## src/rtl/core_idle_pkg.sv

```systemverilog
package core_idle_pkg;

    // Controller states
    typedef enum logic [2:0] {
        IS_RUN   = 3'd0,
        IS_HALT  = 3'd1,
        IS_GREQ  = 3'd2,
        IS_GRANT = 3'd3,
        IS_WAKE  = 3'd4,
        IS_OFF   = 3'd5
    } idle_state_e;

    // Reported C-state codes
    typedef enum logic [1:0] {
        CS_C0  = 2'd0,
        CS_C1  = 2'd1,
        CS_C2  = 2'd2,
        CS_OFF = 2'd3
    } cstate_e;

    localparam int NUM_BRK     = 4;
    localparam int BRK_IRQ     = 0;
    localparam int BRK_NMI_SMI = 1;
    localparam int BRK_PBE     = 2;
    localparam int BRK_MSI     = 3;

endpackage

```

## src/rtl/core_idle_brk.sv

```systemverilog
module core_idle_brk
    import core_idle_pkg::*;
(
    input  logic               irq,
    input  logic               nmi,
    input  logic               smi_n,
    input  logic               pbe_n,
    input  logic               msi,
    output logic [NUM_BRK-1:0] src,
    output logic               any
);

    always_comb begin
        src              = '0;
        src[BRK_IRQ]     = irq;
        src[BRK_NMI_SMI] = nmi | ~smi_n;
        src[BRK_PBE]     = ~pbe_n;
        src[BRK_MSI]     = msi;
    end

    assign any = |src;

endmodule

```

## src/rtl/core_idle_regs.sv

```systemverilog
module core_idle_regs
    import core_idle_pkg::*;
#(
    parameter int              ADDR_W    = 16,
    parameter int              DATA_W    = 16,
    parameter logic [15:0]     CSR_BASE  = 16'h0400,
    parameter logic [15:0]     LVL_RST   = 16'h0414,
    parameter int              LIMIT_W   = 8,
    parameter int              LIMIT_RST = 16
) (
    input  logic               clk,
    input  logic               rst_n,
    input  logic               io_rd,
    input  logic               io_wr,
    input  logic [ADDR_W-1:0]  io_addr,
    input  logic [DATA_W-1:0]  io_wdata,
    input  logic               exit_evt,
    input  logic [NUM_BRK-1:0] exit_src,
    input  cstate_e            cstate,
    input  logic               running,
    output logic [DATA_W-1:0]  rdata,
    output logic               lvl_rd,
    output logic [ADDR_W-1:0]  lvl_base,
    output logic [LIMIT_W-1:0] ack_limit
);

    localparam logic [ADDR_W-1:0] A_BASE  = ADDR_W'(CSR_BASE);
    localparam logic [ADDR_W-1:0] A_LIMIT = ADDR_W'(CSR_BASE + 16'd1);
    localparam logic [ADDR_W-1:0] A_STAT  = ADDR_W'(CSR_BASE + 16'd2);
    localparam logic [ADDR_W-1:0] A_FLAG  = ADDR_W'(CSR_BASE + 16'd3);

    logic               lvl_hit;
    logic [NUM_BRK-1:0] flags_q;

    assign lvl_hit = (io_addr == lvl_base);
    assign lvl_rd  = io_rd && lvl_hit;

    always_ff @(posedge clk or negedge rst_n) begin
        if (!rst_n) begin
            lvl_base  <= ADDR_W'(LVL_RST);
            ack_limit <= LIMIT_W'(LIMIT_RST);
        end else if (io_wr) begin
            if (io_addr == A_BASE)  lvl_base  <= io_wdata[ADDR_W-1:0];
            if (io_addr == A_LIMIT) ack_limit <= io_wdata[LIMIT_W-1:0];
        end
    end

    // Sticky break flags: set on exit wins over write-one-to-clear
    for (genvar i = 0; i < NUM_BRK; i++) begin : g_flag
        always_ff @(posedge clk or negedge rst_n) begin
            if (!rst_n) begin
                flags_q[i] <= 1'b0;
            end else if (exit_evt && exit_src[i]) begin
                flags_q[i] <= 1'b1;
            end else if (io_wr && io_addr == A_FLAG && io_wdata[i]) begin
                flags_q[i] <= 1'b0;
            end
        end
    end

    always_comb begin
        rdata = '0;
        if (io_rd && !lvl_hit) begin
            unique case (io_addr)
                A_BASE:  rdata[ADDR_W-1:0]  = lvl_base;
                A_LIMIT: rdata[LIMIT_W-1:0] = ack_limit;
                A_STAT:  rdata[2:0]         = {running, cstate};
                A_FLAG:  rdata[NUM_BRK-1:0] = flags_q;
                default: rdata = '0;
            endcase
        end
    end

endmodule

```

## src/rtl/core_idle_fsm.sv

```systemverilog
module core_idle_fsm
    import core_idle_pkg::*;
#(
    parameter int LIMIT_W = 8,
    parameter int SETTLE  = 4
) (
    input  logic               clk,
    input  logic               rst_n,
    input  logic               halt,
    input  logic               lvl_rd,
    input  logic               brk_any,
    input  logic               ack,
    input  logic               sleep_req,
    input  logic [LIMIT_W-1:0] ack_limit,
    output logic               core_clk_en,
    output logic               sys_clk_en,
    output logic               stpgnt_req,
    output logic               running,
    output cstate_e            cstate,
    output logic               exit_evt
);

    localparam int SW = (SETTLE > 1) ? $clog2(SETTLE) : 1;
    localparam logic [SW-1:0] SETTLE_LAST = SW'(SETTLE - 1);

    idle_state_e        state_q, state_d;
    logic [LIMIT_W-1:0] wait_q;
    logic [SW-1:0]      settle_q;
    logic               expire;
    logic               settled;

    assign expire  = ({1'b0, wait_q} + 1'b1) >= {1'b0, ack_limit};
    assign settled = (settle_q == SETTLE_LAST);

    // State register and its counters
    always_ff @(posedge clk or negedge rst_n) begin
        if (!rst_n) begin
            state_q  <= IS_RUN;
            wait_q   <= '0;
            settle_q <= '0;
        end else begin
            state_q  <= state_d;
            wait_q   <= (state_q == IS_GREQ) ? wait_q + 1'b1 : '0;
            settle_q <= (state_q == IS_WAKE) ? settle_q + 1'b1 : '0;
        end
    end

    // Next state
    always_comb begin
        state_d  = state_q;
        exit_evt = 1'b0;
        if (sleep_req) begin
            state_d = IS_OFF;
        end else begin
            unique case (state_q)
                IS_RUN: begin
                    if (!brk_any) begin
                        if (lvl_rd)    state_d = IS_GREQ;
                        else if (halt) state_d = IS_HALT;
                    end
                end
                IS_HALT: begin
                    if (brk_any) begin
                        state_d  = IS_RUN;
                        exit_evt = 1'b1;
                    end
                end
                IS_GREQ: begin
                    if (brk_any) begin
                        state_d  = IS_RUN;
                        exit_evt = 1'b1;
                    end else if (ack) begin
                        state_d = IS_GRANT;
                    end else if (expire) begin
                        state_d = IS_HALT;
                    end
                end
                IS_GRANT: begin
                    if (brk_any) begin
                        state_d  = IS_WAKE;
                        exit_evt = 1'b1;
                    end
                end
                IS_WAKE: if (settled) state_d = IS_RUN;
                IS_OFF:  state_d = IS_WAKE;
                default: state_d = IS_RUN;
            endcase
        end
    end

    // Outputs
    always_comb begin
        core_clk_en = 1'b1;
        sys_clk_en  = 1'b1;
        stpgnt_req  = 1'b0;
        running     = 1'b0;
        cstate      = CS_C0;
        unique case (state_q)
            IS_RUN:   running = 1'b1;
            IS_HALT: begin
                core_clk_en = 1'b0;
                cstate      = CS_C1;
            end
            IS_GREQ:  stpgnt_req = 1'b1;
            IS_GRANT: begin
                core_clk_en = 1'b0;
                stpgnt_req  = 1'b1;
                cstate      = CS_C2;
            end
            IS_WAKE:  cstate = CS_C0;
            IS_OFF: begin
                core_clk_en = 1'b0;
                sys_clk_en  = 1'b0;
                cstate      = CS_OFF;
            end
            default:  running = 1'b0;
        endcase
    end

endmodule

```

## src/rtl/core_idle_ctrl.sv

```systemverilog
module core_idle_ctrl
    import core_idle_pkg::*;
#(
    parameter int          ADDR_W    = 16,
    parameter int          DATA_W    = 16,
    parameter logic [15:0] CSR_BASE  = 16'h0400,
    parameter logic [15:0] LVL_RST   = 16'h0414,
    parameter int          LIMIT_W   = 8,
    parameter int          LIMIT_RST = 16,
    parameter int          SETTLE    = 4
) (
    input  logic              clk,
    input  logic              rst_n,
    input  logic              core_halt_i,
    input  logic              core_ack_i,
    input  logic              irq_i,
    input  logic              nmi_i,
    input  logic              smi_n_i,
    input  logic              pbe_n_i,
    input  logic              msi_i,
    input  logic [1:0]        sleep_state_i,
    input  logic              io_rd_i,
    input  logic              io_wr_i,
    input  logic [ADDR_W-1:0] io_addr_i,
    input  logic [DATA_W-1:0] io_wdata_i,
    output logic [DATA_W-1:0] io_rdata_o,
    output logic              core_clk_en_o,
    output logic              sys_clk_en_o,
    output logic              stpgnt_req_o,
    output logic              core_running_o
);

    logic [NUM_BRK-1:0] brk_src;
    logic               brk_any;
    logic               lvl_rd;
    logic [ADDR_W-1:0]  lvl_base;
    logic [LIMIT_W-1:0] ack_limit;
    logic               exit_evt;
    cstate_e            cstate;

    core_idle_brk u_brk (
        .irq   (irq_i),
        .nmi   (nmi_i),
        .smi_n (smi_n_i),
        .pbe_n (pbe_n_i),
        .msi   (msi_i),
        .src   (brk_src),
        .any   (brk_any)
    );

    core_idle_regs #(
        .ADDR_W    (ADDR_W),
        .DATA_W    (DATA_W),
        .CSR_BASE  (CSR_BASE),
        .LVL_RST   (LVL_RST),
        .LIMIT_W   (LIMIT_W),
        .LIMIT_RST (LIMIT_RST)
    ) u_regs (
        .clk       (clk),
        .rst_n     (rst_n),
        .io_rd     (io_rd_i),
        .io_wr     (io_wr_i),
        .io_addr   (io_addr_i),
        .io_wdata  (io_wdata_i),
        .exit_evt  (exit_evt),
        .exit_src  (brk_src),
        .cstate    (cstate),
        .running   (core_running_o),
        .rdata     (io_rdata_o),
        .lvl_rd    (lvl_rd),
        .lvl_base  (lvl_base),
        .ack_limit (ack_limit)
    );

    core_idle_fsm #(
        .LIMIT_W (LIMIT_W),
        .SETTLE  (SETTLE)
    ) u_fsm (
        .clk         (clk),
        .rst_n       (rst_n),
        .halt        (core_halt_i),
        .lvl_rd      (lvl_rd),
        .brk_any     (brk_any),
        .ack         (core_ack_i),
        .sleep_req   (sleep_state_i != 2'd0),
        .ack_limit   (ack_limit),
        .core_clk_en (core_clk_en_o),
        .sys_clk_en  (sys_clk_en_o),
        .stpgnt_req  (stpgnt_req_o),
        .running     (core_running_o),
        .cstate      (cstate),
        .exit_evt    (exit_evt)
    );

endmodule

```

## config.mk

```make
export PLATFORM = sky130hd
export DESIGN_NAME = core_idle_ctrl
export DESIGN_NICKNAME = d
export VERILOG_FILES = /design/src/rtl/core_idle_pkg.sv /design/src/rtl/core_idle_brk.sv /design/src/rtl/core_idle_regs.sv /design/src/rtl/core_idle_fsm.sv /design/src/rtl/core_idle_ctrl.sv
export SDC_FILE = /design/constraint.sdc
export NUM_CORES = 1
export LEC_CHECK = 0
export BUFFER_PORTS_ARGS = -buffer_cell sky130_fd_sc_hd__clkbuf_2
export CAP_MARGIN = 30
export CORE_MARGIN = 8
export CORE_UTILIZATION = 42
export CTS_CLUSTER_SIZE = 25
export DETAILED_ROUTE_END_ITERATION = 8
export HOLD_SLACK_MARGIN = 0.08
export PLACE_DENSITY = 0.68
export SYNTH_ARGS = -nofsm -noshare
export SYNTH_HDL_FRONTEND = slang
export SYNTH_SLANG_ARGS = --single-unit
```

## constraint.sdc

```tcl
create_clock -name clk -period 2.4 [get_ports clk]
set_input_delay 0.24 -clock clk [delete_from_list [all_inputs] [get_ports clk]]
set_output_delay 0.24 -clock clk [all_outputs]
set_load 0.1 [all_outputs]
```

# Word-level counts from Yosys, hierarchy flattened
# Cells that the tools add are included.
# Widths: inputs -> output; s select.
[totals] ff_bits=41 in_bits=45 output_inout_bits=20
[classes] addsub=3 n_lt_le_gt_ge=1 n_eq_ne=17 muxes=34 n_bitwise=3 n_reduce_logical=25
[op_table] cell="$eq 16x11->1 const B" count=4
[op_table] cell="$mux 3" count=10
[op_table] cell="$pmux 3 s6" count=1
[op_table] cell="$eq 16x16->1" count=1
[op_table] cell="$mux 16" count=1
[op_table] cell="$mux 8" count=2
[op_table] cell="$mux 1" count=15
[op_table] cell="$pmux 3 s4" count=1
[op_table] cell="$logic_and 1x1->1" count=11
[op_table] cell="$reduce_bool 2->1" count=5
[op_table] cell="$add 8x1->9 const B" count=1
[op_table] cell="$ge 9x8->1" count=1
[op_table] cell="$ne 3x1->1 const B" count=3
[op_table] cell="$add 8x1->8 const B" count=1
[op_table] cell="$pmux 4 s2" count=1
[op_table] cell="$eq 3x2->1 const B" count=2
[op_table] cell="$eq 3x3->1 const B" count=2
[op_table] cell="$pmux 2 s3" count=1
[op_table] cell="$reduce_and 6->1" count=1
[op_table] cell="$reduce_or 3->1" count=2
[op_table] cell="$ne 5x2->1 const B" count=1
[op_table] cell="$ne 4x3->1 const B" count=1
[op_table] cell="$reduce_and 2->1" count=2
[op_table] cell="$reduce_or 4->1" count=1
[op_table] cell="11 further kinds" count=12

# Depth between registers and ports, before layout
[depth] ltp_word=8 ltp_mapped=11 depth_no_buf=11

# Cells and area by module
# From an unflattened synthesis, not the netlist that was laid out.
[unflattened] cells_unflattened=246 hier_area_um2=2666.3
[modules_own_cells] mod="core_idle_regs" n_inst=1 cells_per_inst=136 area_each_um2=1699.1
[modules_own_cells] mod="core_idle_fsm" n_inst=1 cells_per_inst=104 area_each_um2=917.1
[modules_own_cells] mod="core_idle_brk" n_inst=1 cells_per_inst=5 area_each_um2=43.8
[modules_own_cells] mod="core_idle_ctrl" n_inst=1 cells_per_inst=1 area_each_um2=6.3

# Worst setup path before layout
# OpenSTA, ideal clock, no wires.
[synth_path] kind="register -> output" from="register u_fsm.state_q[1]" to="output io_rdata_o[2]" arrival_time_ns=4.496 required_time_ns=2.160 slack_ns=-2.336 stages_incl_launch_ff=7 path_cell_list="dfrtp_1 buf_6 nor3_1 mux2i_1 o21ai_0 a32oi_1 nor2_1"
[synth_between] elab_chain_cells=4
[synth_rtl] element="start: declaration" line_no="core_idle_fsm.sv:26" rtl="idle_state_e state_q, state_d;"
[synth_rtl] element="start signal: assignment" line_no="core_idle_fsm.sv:42" rtl="state_q <= state_d;"
[synth_rtl] element="$logic_not 3->1" line_no="core_idle_fsm.sv:98" rtl="unique case (state_q)"
[synth_rtl] element="$mux 1" line_no="core_idle_fsm.sv:98"
[synth_rtl] element="net core_running_o" line_no="core_idle_ctrl.sv:30" rtl="output logic core_running_o"
[synth_rtl] element="$pmux 3 s4" line_no="core_idle_regs.sv:64" rtl="unique case (io_addr)"
[synth_rtl] element="$mux 16" line_no="core_idle_regs.sv:63" rtl="if (io_rd && !lvl_hit) begin"
[synth_rtl] element="end: declaration" line_no="core_idle_ctrl.sv:26" rtl="output logic [DATA_W-1:0] io_rdata_o,"
# The timed path passes the listed nets, and every way through them passes these cells.

# Worst setup path in the final report
[layout_path] from="register u_fsm.wait_q[3]" to="register u_fsm.state_q[1]"
[layout_between] elab_chain_cells=4
[layout_rtl] element="start: declaration" line_no="core_idle_fsm.sv:27" rtl="logic [LIMIT_W-1:0] wait_q;"
[layout_rtl] element="start signal: assignment" line_no="core_idle_fsm.sv:43" rtl="wait_q <= (state_q == IS_GREQ) ? wait_q + 1'b1 : '0;"
[layout_rtl] element="$add 8x1->9" line_no="core_idle_fsm.sv:32" rtl="assign expire = ({1'b0, wait_q} + 1'b1) >= {1'b0, ack_limit};"
[layout_rtl] element="$ge 9x8->1" line_no="core_idle_fsm.sv:32"
[layout_rtl] element="$ne 5x2->1 (no line)"
[layout_rtl] element="$reduce_and 6->1 (no line)"
# Every way passes these cells.
# A chain may end at the register's enable or synchronous reset.

==> impl_summary.txt <==
----------------------------------------------------
[Outcome]
  Outcome ... complete, no violations

[Synth]
  Count of cell types in the netlist ... 51
  Synthesized cell area ... 2500 um^2
  Number of flops mapped to enable cells by yosys ... 0
  Post-synthesis register bit count ... 41
  Leading post-synthesis cells by cell area ... dfrtp_1 (37%), mux2_2 (11%), xnor2_1 (7.0%), ha_1 (5.0%), dfstp_2 (4.2%)
  Share of flip-flops with an asynchronous set or reset after synthesis ... 1.00
  Syn_area_per_cell ... 10.3 um^2
  Gate count after technology mapping ... 244
  Proportion of synthesized chip area in sequential cells ... 0.412
  Share of Yosys cell area claimed by the top area cell type ... 0.370
  Main synth FF type ... dfrtp_1
  Number of nets produced by synthesis ... 299
  Largest area contributor in the synthesized netlist ... dfrtp_1
  Synth Warn # ... 0

[Clocking]
  H-tree depth ... 2
  TritonCTS sink count ... 41
  Number of clock buffers inserted by TritonCTS ... 5
  Skew-Pair Late Insertion Delay ... 0.29 ns
  Reg clk slew, reported paths ... 0.08 ns
  TritonCTS clock tree ... done
  Clock Tree Root ... clkbuf_8
  Maximum number of buffers from clock root to sink ... 2

[Timing]
  Tcrit/Tclk final ... 1.00
  Final hold viol count ... 0
  Setup repair after global routing missed its margin ... yes
  Worst setup slack after layout ... 0.000531 ns
  Clock tree skew after final layout ... 0.00543 ns
  Final-report setup violation count ... 0
  Pins over their slew limit ... 0
  Transition at the pin with the smallest max-transition slack ... 0.545 ns
  Fin crit period ... 2.40 ns
  FMAX ... 0.417 GHz
  Slew Limit Headroom ... 0.638
  Worst-case hold slack ... 0.160 ns

[Global routing]
  Maximum number of pins on one net before global-route repair ... 42
  Gr ovfl total ... 0
  Number of antenna violations at the first check in global routing ... 0
  All-layer global routing usage ... 0.156
  Global-route wire length before repair ... 10900 um
  Number of global-route vias before repair ... 2267

[Pwr]
  Maximum ir drop on the vdd rail ... 0.244 mV
  Power density normalized to cell area ... 393 nW/um^2
  Static leakage ... 1.61 nW

[Die]
  Starting utilization of the core area ... 0.428
  Placement Rows ... 28
  Die footprint ... 8690 um^2
  Die height ... 93.2 um
  CORE AREA ... 5850 um^2
  I/O pins ... 65
  Die width ... 93.2 um

[Drt]
  Post-route DRC ... 0
  Via density per instance ... 5.37
  Post-route antenna net violation count ... 0
  Vias after detailed routing ... 2154
  Wire length per cell after detailed routing ... 15.9 um
  Initial DRC Count ... 76
  TritonRoute pass-1 iters ... 4
  Total routed wirelength ... 6380 um

[Final layout]
  Fraction of final layout cells with drive strength greater than 1 ... 0.445
  Finished layout cell area ... 3470 um^2
  Filler cell count in the final layout ... 514
  Number of antenna diodes ... 0
  Area growth from synthesis to layout ... 38.4%
  Final net count ... 380

[Placement]
  Hpwl dp ... 5060 um
  Pre-CTS setup slack ... -0.101 ns
  Post-placement cell area ... 3200 um^2
  Buffers on Ports ... 64
  Routability congestion estimate from global placement ... 0.836

[Worst setup path]
  Worst-path maximum fanout ... 3
  Endpoint class of the critical path ... register
  Startpoint-to-endpoint class of the critical path ... reg2reg
  Data arrival time at the worst-slack endpoint ... 2.59 ns
  Startpoint Class ... register
  Worst endpoint required time ... 2.59 ns
  R2r worst-path depth ... 10

[Min path]
  Worst min path class ... in2reg
  Hold Path Depth ... 2

[Run]
  Max-cap viol count ... 0

----------------------------------------------------
power breakdown:
part	internal [mW]	switching (mW)
Combinational	0.0631	0.0871
Sequential	0.697	0.00614
Clock	0.260	0.248
state kept, by name, indices dropped and copies added, names as in the netlist:
signal / count
u_fsm.state_q: 3
u_regs.ack_limit: 8
u_fsm.wait_q: 8
u_regs.flags_q: 4
u_fsm.settle_q: 2
u_regs.lvl_base: 16
Yosys cell counts (all sizes together), types with 3 or more instances:
cell	count
nor4	4
nor2	21
nor2b	8
ha	10
and2	9
nand4	6
nand3	5
o21ai	4
xnor2	20
dfrtp	37
dfstp	4
inv	12
mux2i	8
a21oi	7
nand3b	3
nand2	11
mux2	24
a211o	4
buf	6
nor3	4
nand2b	3
and3	6
worst max-delay path, cell delays in order, from the launching register on:
cell	delay, ns
dfrtp_1	0.35
and3_4	0.22
and3_4	0.21
nand3_4	0.08
xnor2_2	0.16
ha_1	0.30
a211o_1	0.28
a311oi_2	0.24
a21oi_1	0.14
o311a_1	0.13
a2111oi_2	0.19
metrics by stage:
stage	util	total power [mW]	TNS, ns	std cells
after floorplan	-	0.787	-2.53	244
after global placement	0.546	0.862	-0.0179	387
after detailed placement	0.546	0.864	-0.176	387
after CTS	0.576	1.37	0	401
after global routing	0.592	1.41	-0.602	401
final	0.592	1.36	0	401
cell usage in the layout, fill, tap and decap left out, types with 8 or more instances in the layout:
cell type / Yosys / routed
and2_1: 9 / 8
clkbuf_2: 0 / 48
nor2_1: 21 / 16
dfrtp_1: 37 / 37
buf_4: 0 / 16
mux2i_1: 8 / 8
xnor2_1: 20 / 15
ha_1: 10 / 8
nand2_1: 10 / 10
mux2_2: 24 / 24
buf_12: 0 / 12
inv_1: 10 / 10
final timing paths:
| path | startpoint | slack [ns] | end |
|---|---|---|---|
| max in group asynchronous | rst_n | 1.48 | u_regs.lvl_base[4] |
| min reg2reg | u_fsm.settle_q[0] | 0.45 | u_fsm.settle_q[0] |
| max | u_fsm.wait_q[3] | 0.0005 | u_fsm.state_q[1] |
| min in group asynchronous | rst_n | 0.53 | u_regs.lvl_base[12] |
| max reg2reg | u_fsm.wait_q[3] | 0.0005 | u_fsm.state_q[1] |
| min | pbe_n_i | 0.16 | u_regs.flags_q[2] |
cell families (layout without fill, tap and decap cells):
family          count (synthesis)  in the layout  synth area share
compound gates                 30             30            0.0864
mux                            32             32             0.140
fa+ha+maj                      10             10            0.0500
flops                          41             41             0.412
simple gates                   90             90             0.199
buf+inv                        19            101            0.0360
xor+xnor                       22             22            0.0769
layout make-up:
| type | count | area (um^2) | share of cell area |
|---|---|---|---|
| Multi-Input combinational cell | 184 | 1540 | 0.443 |
| Sequential cell | 41 | 1030 | 0.297 |
| Timing Repair Buffer | 81 | 656 | 0.189 |
| Clock buffer | 7 | 96.3 | 0.0278 |
| Tap cell | 75 | 93.8 | 0.0271 |
| Inverter | 12 | 47.5 | 0.0137 |
| Clock inverter | 1 | 5.00 | 0.00144 |
layer usage:
metal | global-route usage | up-vias | part of all wire
met2 | 0.262 | 62 | 0.50
met3 | 0.0361 | 8 | 0.052
li1 | - | 1037 | -
met5 | 0 | - | 0
met1 | 0.192 | 1047 | 0.43
met4 | 0.0497 | 0 | 0.015
what timing repair did:
item	4_1_cts	5_1_grt
gates resized for setup	4	31
pin swaps	7	6
endpoints found under the setup margin	10	18
hold buffers	1	0
buffers inserted	5	0
endpoints found under the hold margin	37	0
No activity file was read; power rests on OpenSTA's default activity.
